==> src/rtl/i2c_fm_pkg.sv <==
package i2c_fm_pkg;

    // control word bit positions
    localparam int CTL_W    = 5;
    localparam int CB_EN    = 0;
    localparam int CB_MS    = 1;
    localparam int CB_DIR   = 2;
    localparam int CB_ACK   = 3;
    localparam int CB_FLUSH = 4;

    typedef enum logic [2:0] {
        ST_IDLE  = 3'd0,
        ST_START = 3'd1,
        ST_LOAD  = 3'd2,
        ST_BIT   = 3'd3,
        ST_ACK   = 3'd4,
        ST_STOP  = 3'd5
    } eng_st_e;

endpackage

==> src/rtl/i2c_fm_fifo.sv <==
module i2c_fm_fifo #(
    parameter int WIDTH = 8,
    parameter int DEPTH = 16
) (
    input  logic             clk,
    input  logic             rst_n,
    input  logic             flush,
    input  logic             push,
    input  logic [WIDTH-1:0] wdata,
    input  logic             pop,
    output logic [WIDTH-1:0] rdata,
    output logic             full,
    output logic             empty
);
    localparam int AW = (DEPTH > 1) ? $clog2(DEPTH) : 1;
    localparam int CW = AW + 1;
    localparam logic [AW-1:0] LAST = AW'(DEPTH - 1);

    typedef struct packed {
        logic [AW-1:0] wp;
        logic [AW-1:0] rp;
        logic [CW-1:0] cnt;
    } ptr_t;

    ptr_t ptr_d, ptr_q;
    logic [WIDTH-1:0] mem [DEPTH];
    logic do_push, do_pop;

    assign full    = (ptr_q.cnt == CW'(DEPTH));
    assign empty   = (ptr_q.cnt == '0);
    assign do_push = push && !full && !flush;
    assign do_pop  = pop && !empty && !flush;
    assign rdata   = mem[ptr_q.rp];

    always_comb begin
        ptr_d = ptr_q;
        if (flush) begin
            ptr_d = '0;
        end else begin
            if (do_push) ptr_d.wp = (ptr_q.wp == LAST) ? '0 : ptr_q.wp + AW'(1);
            if (do_pop)  ptr_d.rp = (ptr_q.rp == LAST) ? '0 : ptr_q.rp + AW'(1);
            case ({do_push, do_pop})
                2'b10:   ptr_d.cnt = ptr_q.cnt + CW'(1);
                2'b01:   ptr_d.cnt = ptr_q.cnt - CW'(1);
                default: ;
            endcase
        end
    end

    always_ff @(posedge clk or negedge rst_n) begin
        if (!rst_n) ptr_q <= '0;
        else        ptr_q <= ptr_d;
    end

    always_ff @(posedge clk) begin
        if (do_push) mem[ptr_q.wp] <= wdata;
    end

endmodule

==> src/rtl/i2c_fm_busmon.sv <==
module i2c_fm_busmon (
    input  logic clk,
    input  logic rst_n,
    input  logic scl,
    input  logic sda,
    output logic busy
);
    typedef struct packed {
        logic scl;
        logic sda;
        logic busy;
    } mon_t;

    localparam mon_t MON_RST = '{scl: 1'b1, sda: 1'b1, busy: 1'b0};

    mon_t mon_d, mon_q;

    always_comb begin
        mon_d     = mon_q;
        mon_d.scl = scl;
        mon_d.sda = sda;
        if (mon_q.scl && scl && mon_q.sda && !sda)      mon_d.busy = 1'b1;
        else if (mon_q.scl && scl && !mon_q.sda && sda) mon_d.busy = 1'b0;
    end

    always_ff @(posedge clk or negedge rst_n) begin
        if (!rst_n) mon_q <= MON_RST;
        else        mon_q <= mon_d;
    end

    assign busy = mon_q.busy;

endmodule

==> src/rtl/i2c_fifo_master.sv <==
module i2c_fifo_master
    import i2c_fm_pkg::*;
#(
    parameter int HALF_DIV   = 125,
    parameter int FIFO_DEPTH = 16
) (
    input  logic             clk,
    input  logic             rst_n,
    input  logic             ctl_we,
    input  logic [CTL_W-1:0] ctl_wdata,
    input  logic             tx_push,
    input  logic [7:0]       tx_byte,
    input  logic             rx_pop,
    output logic [7:0]       rx_byte,
    output logic             tx_empty,
    output logic             tx_full,
    output logic             rx_empty,
    output logic             rx_full,
    output logic             bus_busy,
    output logic             master_on,
    input  logic             scl_in,
    input  logic             sda_in,
    output logic             scl_oe,
    output logic             sda_oe
);
    localparam int DW = (HALF_DIV > 1) ? $clog2(HALF_DIV) : 1;
    localparam logic [DW-1:0] DIV_LAST = DW'(HALF_DIV - 1);

    typedef struct packed {
        eng_st_e       st;
        logic [1:0]    half;
        logic [2:0]    bitn;
        logic [7:0]    sh;
        logic          addr_ph;
        logic          rcv;
        logic          mode;
        logic          dir;
        logic          ackv;
        logic [DW-1:0] div;
    } eng_t;

    eng_t eng_d, eng_q;
    logic tick, tx_pop, rx_push, tx_flush;
    logic [7:0] tx_head;

    i2c_fm_fifo #(.WIDTH(8), .DEPTH(FIFO_DEPTH)) u_txf (
        .clk(clk), .rst_n(rst_n), .flush(tx_flush), .push(tx_push), .wdata(tx_byte),
        .pop(tx_pop), .rdata(tx_head), .full(tx_full), .empty(tx_empty)
    );

    i2c_fm_fifo #(.WIDTH(8), .DEPTH(FIFO_DEPTH)) u_rxf (
        .clk(clk), .rst_n(rst_n), .flush(1'b0), .push(rx_push), .wdata(eng_q.sh),
        .pop(rx_pop), .rdata(rx_byte), .full(rx_full), .empty(rx_empty)
    );

    i2c_fm_busmon u_mon (
        .clk(clk), .rst_n(rst_n), .scl(scl_in), .sda(sda_in), .busy(bus_busy)
    );

    always_comb begin
        eng_d   = eng_q;
        tx_pop  = 1'b0;
        rx_push = 1'b0;
        tick    = (eng_q.div == DIV_LAST);

        if (eng_q.st == ST_IDLE || eng_q.st == ST_LOAD || tick) eng_d.div = '0;
        else                                                  eng_d.div = eng_q.div + DW'(1);

        case (eng_q.st)
            ST_START: if (tick) begin
                eng_d.st      = ST_LOAD;
                eng_d.addr_ph = 1'b1;
            end
            ST_LOAD: begin
                if (!eng_q.mode) begin
                    eng_d.st   = ST_STOP;
                    eng_d.half = 2'd0;
                end else if (eng_q.addr_ph || eng_q.dir) begin
                    if (!tx_empty) begin
                        eng_d.sh   = tx_head;
                        tx_pop     = 1'b1;
                        eng_d.rcv  = 1'b0;
                        eng_d.bitn = 3'd7;
                        eng_d.half = 2'd0;
                        eng_d.st   = ST_BIT;
                    end
                end else if (!rx_full) begin
                    eng_d.rcv  = 1'b1;
                    eng_d.bitn = 3'd7;
                    eng_d.half = 2'd0;
                    eng_d.st   = ST_BIT;
                end
            end
            ST_BIT: if (tick) begin
                if (eng_q.half == 2'd0) begin
                    eng_d.half = 2'd1;
                end else if (!eng_q.rcv && eng_q.sh[7] && !sda_in) begin
                    // another master holds SDA: withdraw without STOP
                    eng_d.st   = ST_IDLE;
                    eng_d.mode = 1'b0;
                end else begin
                    eng_d.sh   = {eng_q.sh[6:0], sda_in};
                    eng_d.half = 2'd0;
                    if (eng_q.bitn == 3'd0) eng_d.st   = ST_ACK;
                    else                    eng_d.bitn = eng_q.bitn - 3'd1;
                end
            end
            ST_ACK: if (tick) begin
                if (eng_q.half == 2'd0) begin
                    eng_d.half = 2'd1;
                end else begin
                    rx_push       = eng_q.rcv;
                    eng_d.addr_ph = 1'b0;
                    eng_d.st      = ST_LOAD;
                end
            end
            ST_STOP: if (tick) begin
                if (eng_q.half == 2'd2) eng_d.st   = ST_IDLE;
                else                    eng_d.half = eng_q.half + 2'd1;
            end
            default: ;
        endcase

        tx_flush = ctl_we && ctl_wdata[CB_EN] && ctl_wdata[CB_FLUSH];
        if (ctl_we) begin
            if (!ctl_wdata[CB_EN]) begin
                eng_d.mode = 1'b0;
                eng_d.st   = ST_IDLE;
                eng_d.div  = '0;
            end else begin
                eng_d.dir  = ctl_wdata[CB_DIR];
                eng_d.ackv = ctl_wdata[CB_ACK];
                if (!eng_q.mode && ctl_wdata[CB_MS]) begin
                    if (eng_q.st == ST_IDLE) begin
                        eng_d.mode = 1'b1;
                        eng_d.st   = ST_START;
                        eng_d.div  = '0;
                    end
                end else if (eng_q.mode && !ctl_wdata[CB_MS]) begin
                    eng_d.mode = 1'b0;
                end
            end
        end
    end

    always_ff @(posedge clk or negedge rst_n) begin
        if (!rst_n) eng_q <= '0;
        else        eng_q <= eng_d;
    end

    always_comb begin
        scl_oe = 1'b0;
        sda_oe = 1'b0;
        case (eng_q.st)
            ST_START: sda_oe = 1'b1;
            ST_LOAD:  scl_oe = 1'b1;
            ST_BIT: begin
                scl_oe = (eng_q.half == 2'd0);
                sda_oe = !eng_q.rcv && !eng_q.sh[7];
            end
            ST_ACK: begin
                scl_oe = (eng_q.half == 2'd0);
                sda_oe = eng_q.rcv && !eng_q.ackv;
            end
            ST_STOP: begin
                scl_oe = (eng_q.half == 2'd0);
                sda_oe = (eng_q.half != 2'd2);
            end
            default: ;
        endcase
    end

    assign master_on = eng_q.mode;

endmodule

==> config.mk <==
export PLATFORM = sky130hd
export DESIGN_NAME = i2c_fifo_master
export DESIGN_NICKNAME = d
export VERILOG_FILES = /design/src/rtl/i2c_fm_pkg.sv /design/src/rtl/i2c_fm_fifo.sv /design/src/rtl/i2c_fm_busmon.sv /design/src/rtl/i2c_fifo_master.sv
export SDC_FILE = /design/constraint.sdc
export NUM_CORES = 1
export LEC_CHECK = 0
export BUFFER_PORTS_ARGS = -buffer_cell sky130_fd_sc_hd__buf_2
export CAP_MARGIN = 15
export CORE_ASPECT_RATIO = 0.75
export CORE_MARGIN = 1
export CORE_UTILIZATION = 67
export DETAILED_ROUTE_END_ITERATION = 12
export PLACE_DENSITY = 0.85
export SLEW_MARGIN = 0
export SYNTH_ARGS = -nofsm -noshare
export SYNTH_HDL_FRONTEND = slang
export SYNTH_SLANG_ARGS = --single-unit
==> constraint.sdc <==
create_clock -name clk -period 8.2 [get_ports clk]
set_clock_uncertainty 0.2 [all_clocks]
set_input_delay 0.82 -clock clk [delete_from_list [all_inputs] [get_ports clk]]
set_output_delay 0.82 -clock clk [all_outputs]
set_load 0.005 [all_outputs]
Word-level counts from Yosys, hierarchy flattened. Memory sizes are Yosys's and may differ from the RTL's. Index checks and enable logic that the tools add are counted.

Latch bits: 0. Bits in read-only memories: 0. Bits in writable memories: 256. Word-level logic and storage cells: 200. Bits of input ports: 20. Memories: 2. Bits in registers: 57. Output and inout bits: 16.

Add/subtract/negate cells: 11. Muxes and demuxes: 76. $mul: 0. Reduce and logical (&&, ||, !) cells: 54. Shift operators: 0. Order comparisons: 0. Div/mod/pow operators: 0. Equality and inequality tests: 38. Bitwise logic cells: 0.

Memories: u_rxf.mem (words 16, width 8, rd ports 1, clocked after Yosys merged registers in 0, write ports 1, RTL line i2c_fm_fifo.sv:26) `logic [WIDTH-1:0] mem [DEPTH];`; u_txf.mem (words 16, width 8, rd ports 1, clocked after Yosys merged registers in 0, write ports 1, RTL line i2c_fm_fifo.sv:26).

Operators with widths (number): $mux W16 (5); $mux W3 (11); $mux W7 (4); $ne A2 B2 Y1 const B (14); $mux W1 (27); $mux W13 (2); $mux W4 (6); $mux W8 (3); $mux W11 (2); $pmux W11 S2 (1); $pmux W5 S2 (2); $logic_and A1 B1 Y1 (19); $add A4 B1 Y4 const B (4); $eq A4 B4 Y1 const B (4); $mux W5 (3); $pmux W3 S5 (1); $logic_not A1 Y1 (12); $reduce_bool A2 Y1 (6); $add A5 B1 Y5 const B (2); $eq A5 B5 Y1 const B (2); $logic_not A5 Y1 (2); $mux W10 (1); $sub A5 B1 Y5 const B (2); $reduce_and A9 Y1 (1); other kinds (28) (43).

Logic depth before layout (Yosys ltp).
Depth in word-level cells: 12. Gate-level depth with buffers: 15. Depth with buffers taken out: 14.

Cells and area by module. A second synthesis with hierarchy kept.

Cell total of the unflattened synthesis: 845. Area, all modules: 13541.7 µm².

By module, submodules not included: i2c_fm_fifo (area an instance 5791.8 µm², seq. area each 4169.0 µm², instances 2, cells an instance 322); i2c_fifo_master (area an instance 1846.8 µm², seq. area each 700.7 µm², instances 1, cells an instance 194); i2c_fm_busmon (area an instance 111.4 µm², seq. area each 77.6 µm², instances 1, cells an instance 7).

Worst setup path after synthesis. No wires, ideal clock.

Kind: input to register. Start: in ctl_wdata[4]. End: reg u_txf.ptr_q[4] (netlist name). Arrival time: 2.933 ns. Setup time: 0.088 ns. Stages on the path: 10. Buffers on the path: 2. Setup slack: 4.979 ns. Required time: 7.912 ns. Cell sequence: and3_1 clkbuf_1 clkbuf_1 nor3_1 ha_1 a21o_1 a21o_1 and3_1 o21ai_0 nor3b_1.

Longest elaborated chain between the ends: 6. Elaborated cells on any way between the ends: 9. Those cells by class: eq/ne: 2; mux: 2; reduce/logical: 5.

RTL lines: from (decl) (RTL line i2c_fifo_master.sv:10) `input logic [CTL_W-1:0] ctl_wdata,`; $logic_and A1 B1 Y1 (*) (RTL line i2c_fifo_master.sv:124) `tx_flush = ctl_we && ctl_wdata[CB_EN] && ctl_wdata[CB_FLUSH];`; $logic_not A1 Y1 (RTL line i2c_fm_fifo.sv:31, i2c_fm_fifo.sv:32); $logic_and A1 B1 Y1 (on tied branches) (RTL line i2c_fm_fifo.sv:32, i2c_fm_fifo.sv:31); $eq A2 B1 Y1 or $eq A2 B2 Y1 (tied branches) (RTL line i2c_fm_fifo.sv:42) `case ({do_push, do_pop})`; $pmux W5 S2 (RTL line i2c_fm_fifo.sv:42); $mux W13 (RTL line i2c_fm_fifo.sv:37) `if (flush) begin`; to (signal assigned) (RTL line i2c_fm_fifo.sv:52) `else ptr_q <= ptr_d;`; to (decl) (RTL line i2c_fm_fifo.sv:25) `ptr_t ptr_d, ptr_q;`.

Mark *: on every way between the ends. The rest lies on a longest branch, timed or not. A chain may end at the register's enable or synchronous reset.

Final worst setup path.
Start: reg u_rxf.ptr_q[5] (netlist name). End: out rx_byte[5].

Longest elaborated chain between the ends: 1.

RTL lines: from (decl) (RTL line i2c_fm_fifo.sv:25); from (signal assigned) (RTL line i2c_fm_fifo.sv:52); $mem_v2 Z16 W8; to (decl) (RTL line i2c_fifo_master.sv:14) `output logic [7:0] rx_byte,`.

No other way between the ends.

==> flow_summary.json <==
{
  "status": "completed",
  "avgSynthCellArea_um2": 17.1,
  "min_path_type": "input pin to flip-flop",
  "r2r_slack_ns": 4.52,
  "cts_root_buffer": "clkbuf_16",
  "pwr-share-clk_pct": 34.7,
  "post_cts_buffers": 0,
  "io_buffers": 35,
  "min_delay_path_depth": 1,
  "ys_seq_area_share_pct": 69.1,
  "firstDrtPassIters": 6,
  "holdPathEnd": "u_mon.mon_q[2]",
  "fp.dieArea_um2": 20300,
  "crit_fanout": 37,
  "insertion_delay_ns": 0.55,
  "avgViaCountPerCell": 6.85,
  "cts_tree": "done",
  "track_usage_pct": 29.5,
  "gp_congestion": 0.878,
  "hold_viol": 0,
  "htreeDepth": 1,
  "setup_viol": 0,
  "worst_slew_pin_slew_ns": 0.970,
  "critPathArrivalTime_ns": 2.76,
  "worstReg2RegEnd": "u_txf.ptr_q[4]",
  "drc_errors": 0,
  "cts.sinks": 313,
  "drtAntennaViolNets": 0,
  "clk_pin_slew_worst_paths_ns": 0.06,
  "dp_cells": 1035,
  "post-dp-hpwl_um": 17800,
  "diodes": 0,
  "post_drt_wl_per_cell_um": 26.2,
  "dr_total_vias": 7491,
  "worstPathRequired_ns": 7.18,
  "criticalPathCategory": "flip-flop to output pin",
  "worstReg2RegStart": "u_txf.ptr_q[0]",
  "p_leak_nw": 5.25,
  "num_rows": 44,
  "p_switching_mw": 0.977,
  "grt_pass1_wl_um": 43100,
  "area_growth_pct": 10.3,
  "worstSetupEndpointType": "output pin",
  "synth.distinct_cells": 66,
  "comb_power_share_pct": 14.4,
  "fin_hold_ws_ns": 0.188,
  "finalNetCount": 862,
  "rsz0062_at_grt": "no",
  "fin_crit_ns": 3.78,
  "wirelength_um": 28600,
  "slew_headroom_pct": 35.1,
  "fill_cells": 1038,
  "grt_start_max_net_pins": 58,
  "postCtsHoldBufs": 0,
  "drtIter0Drc": 1125,
  "peakVddDrop_v": 0.000359,
  "finalSetupTns_ns": 0,
  "clock_path_buffers": 3,
  "core-area_um2": 19300,
  "antenna_found_initial": 0,
  "synth_warnings": 0,
  "p_sw_share_pct": 26.0,
  "drv_slew": 0,
  "ys.flop_type": "edfxtp_1",
  "ff2ff_path_depth": 9,
  "async_flop_share_pct": 18.2,
  "synth_edf_count": 256,
  "stdcell_count": 1093,
  "intPower_mw": 2.79,
  "drive_gt1_share_pct": 22.1,
  "cellPowerDensity_nw_per_um2": 258,
  "syn_area_um2": 13200,
  "die_w_um": 164,
  "grt-ovfl-total": 0,
  "start_util_pct": 68.3,
  "pwr-share-seq_pct": 50.9,
  "ys_ff_latch": 313,
  "fmax_mhz": 264,
  "min_from": "scl_in",
  "maxCapViolCount": 0,
  "io_pins": 36,
  "cts-resized-gates": 0,
  "grt_pass1_vias": 7322,
  "fin_crit_sh_pct": 46.1,
  "die_y_um": 124,
  "syn_nets": 818,
  "crit_path_start_kind": "flip-flop",
  "numCtsBuffers": 29,
  "synth_cells": 773
}
## cell usage after synthesis, types with 3 or more instances
cell | count | share of area, %
nor3_1 | 14 | 0.53
mux2_2 | 5 | 0.43
a32oi_1 | 5 | 0.33
nor2_1 | 54 | 1.5
o2bb2ai_1 | 7 | 0.46
o22a_1 | 7 | 0.46
nor2b_1 | 5 | 0.24
xnor2_1 | 9 | 0.60
dfrtp_1 | 55 | 10
nand2_1 | 36 | 1.0
buf_2 | 13 | 0.49
nand2b_1 | 3 | 0.14
inv_1 | 24 | 0.68
xor2_1 | 6 | 0.40
clkbuf_1 | 20 | 0.57
nand3b_1 | 3 | 0.17
a21oi_1 | 18 | 0.68
o21ai_0 | 29 | 1.1
a31oi_1 | 5 | 0.24
nand3_1 | 7 | 0.27
ha_1 | 23 | 2.2
and3_1 | 8 | 0.38
a21o_1 | 4 | 0.23
nor4_1 | 6 | 0.28
mux4_2 | 72 | 12
mux2i_1 | 17 | 1.3
and2_1 | 10 | 0.47
o211ai_1 | 3 | 0.17
edfxtp_1 | 256 | 58
## how the worst max path moves through the flow
| stage | start | to | depth (start not counted) |
|---|---|---|---|
| 2_1_floorplan | ctl_wdata[4] | u_txf.ptr_q[4] | 10 |
| 3_3_place_gp | tx_push | u_txf.mem[1][0] | 5 |
| 3_5_place_dp | tx_push | u_txf.mem[2][5] | 5 |
| 4_1_cts | u_rxf.ptr_q[5] | rx_byte[5] | 4 |
| 5_1_grt | u_txf.ptr_q[1] | u_txf.ptr_q[4] | 9 |
| 6_report | u_rxf.ptr_q[5] | rx_byte[5] | 4 |
## cells by family (layout without fill, tap and decap cells)
logic type                 after synthesis  count (layout)  synth area share [%]
muxes                                   94              94                  14.0
adders and majority gates               25              25                  2.48
DFF                                    313             313                  69.1
AOI/OAI and AO/OA                      102             102                  5.38
buffers and inverters                   62             129                  1.97
and+or+nand+nor                        161             161                  5.99
xor gates and xnor gates                16              16                  1.12
## stage by stage
stage          setup WS (ns)  power [mW]  util [%]  instance area [um^2]
3_3_place_gp            4.62        2.43      70.4                 13600
5_1_grt                 4.27        3.89      75.3                 14600
2_1_floorplan           4.98        2.31         -                 13200
3_5_place_dp            4.45        2.47      70.4                 13600
4_1_cts                 4.39        3.77      75.2                 14500
6_report                4.42        3.76      75.3                 14600
## registers in the layout, summed over array words and instances, names as in the netlist
signal       cells
u_txf.ptr_q     13
u_mon.mon_q      2
u_mon.busy       1
u_rxf.mem      128
u_rxf.ptr_q     13
master_on        1
eng_q           27
u_txf.mem      128
## power groups by stage
stage                     Combinational, mW  Clock (mW)  Sequential [mW]
after floorplan                       0.425           0             1.88
after global placement                0.502           0             1.93
after detailed placement              0.531           0             1.94
after CTS                             0.541        1.31             1.91
after global routing                  0.588        1.37             1.92
final                                 0.542        1.30             1.92
## critical path: stages, from the launching register on
cell and delay (ns):
dfrtp_2 0.34, buf_4 0.53, mux4_2 0.65, mux4_2 0.50, buf_2 0.15
## cell usage in the layout, fill, tap and decap left out, types with 7 or more instances in the layout
| master | count |
|---|---|
| clkinv_1 | 7 |
| ha_1 | 23 |
| nand3_1 | 7 |
| nor2_1 | 54 |
| dfrtp_1 | 53 |
| mux2i_1 | 17 |
| edfxtp_1 | 256 |
| nor3_1 | 14 |
| nand2_1 | 36 |
| buf_4 | 11 |
| o21ai_0 | 29 |
| and2_1 | 10 |
| a21oi_1 | 18 |
| xnor2_1 | 9 |
| and3_1 | 8 |
| o2bb2ai_1 | 7 |
| clkbuf_16 | 29 |
| mux4_2 | 72 |
| buf_2 | 37 |
| inv_1 | 24 |
| o22a_1 | 7 |
## area by class of cell
class / count / area [um^2] / area share [%]
clock inverter: 18 / 149 / 1.02
tap: 253 / 317 / 2.17
clock buffer: 36 / 772 / 5.30
multi-input combinational: 398 / 3820 / 26.3
sequential: 313 / 9120 / 62.6
timing repair buffer: 50 / 283 / 1.94
inverter: 25 / 93.8 / 0.645
## routing by layer
metal	track usage [%]	wire length (um)	vias to the layer above
li1	-	-	3138
met1	43.0	11300	3831
met2	47.0	13800	448
met3	5.07	2740	74
met4	7.99	771	0
met5	0	0	-
(Power assumes the default switching activity.)
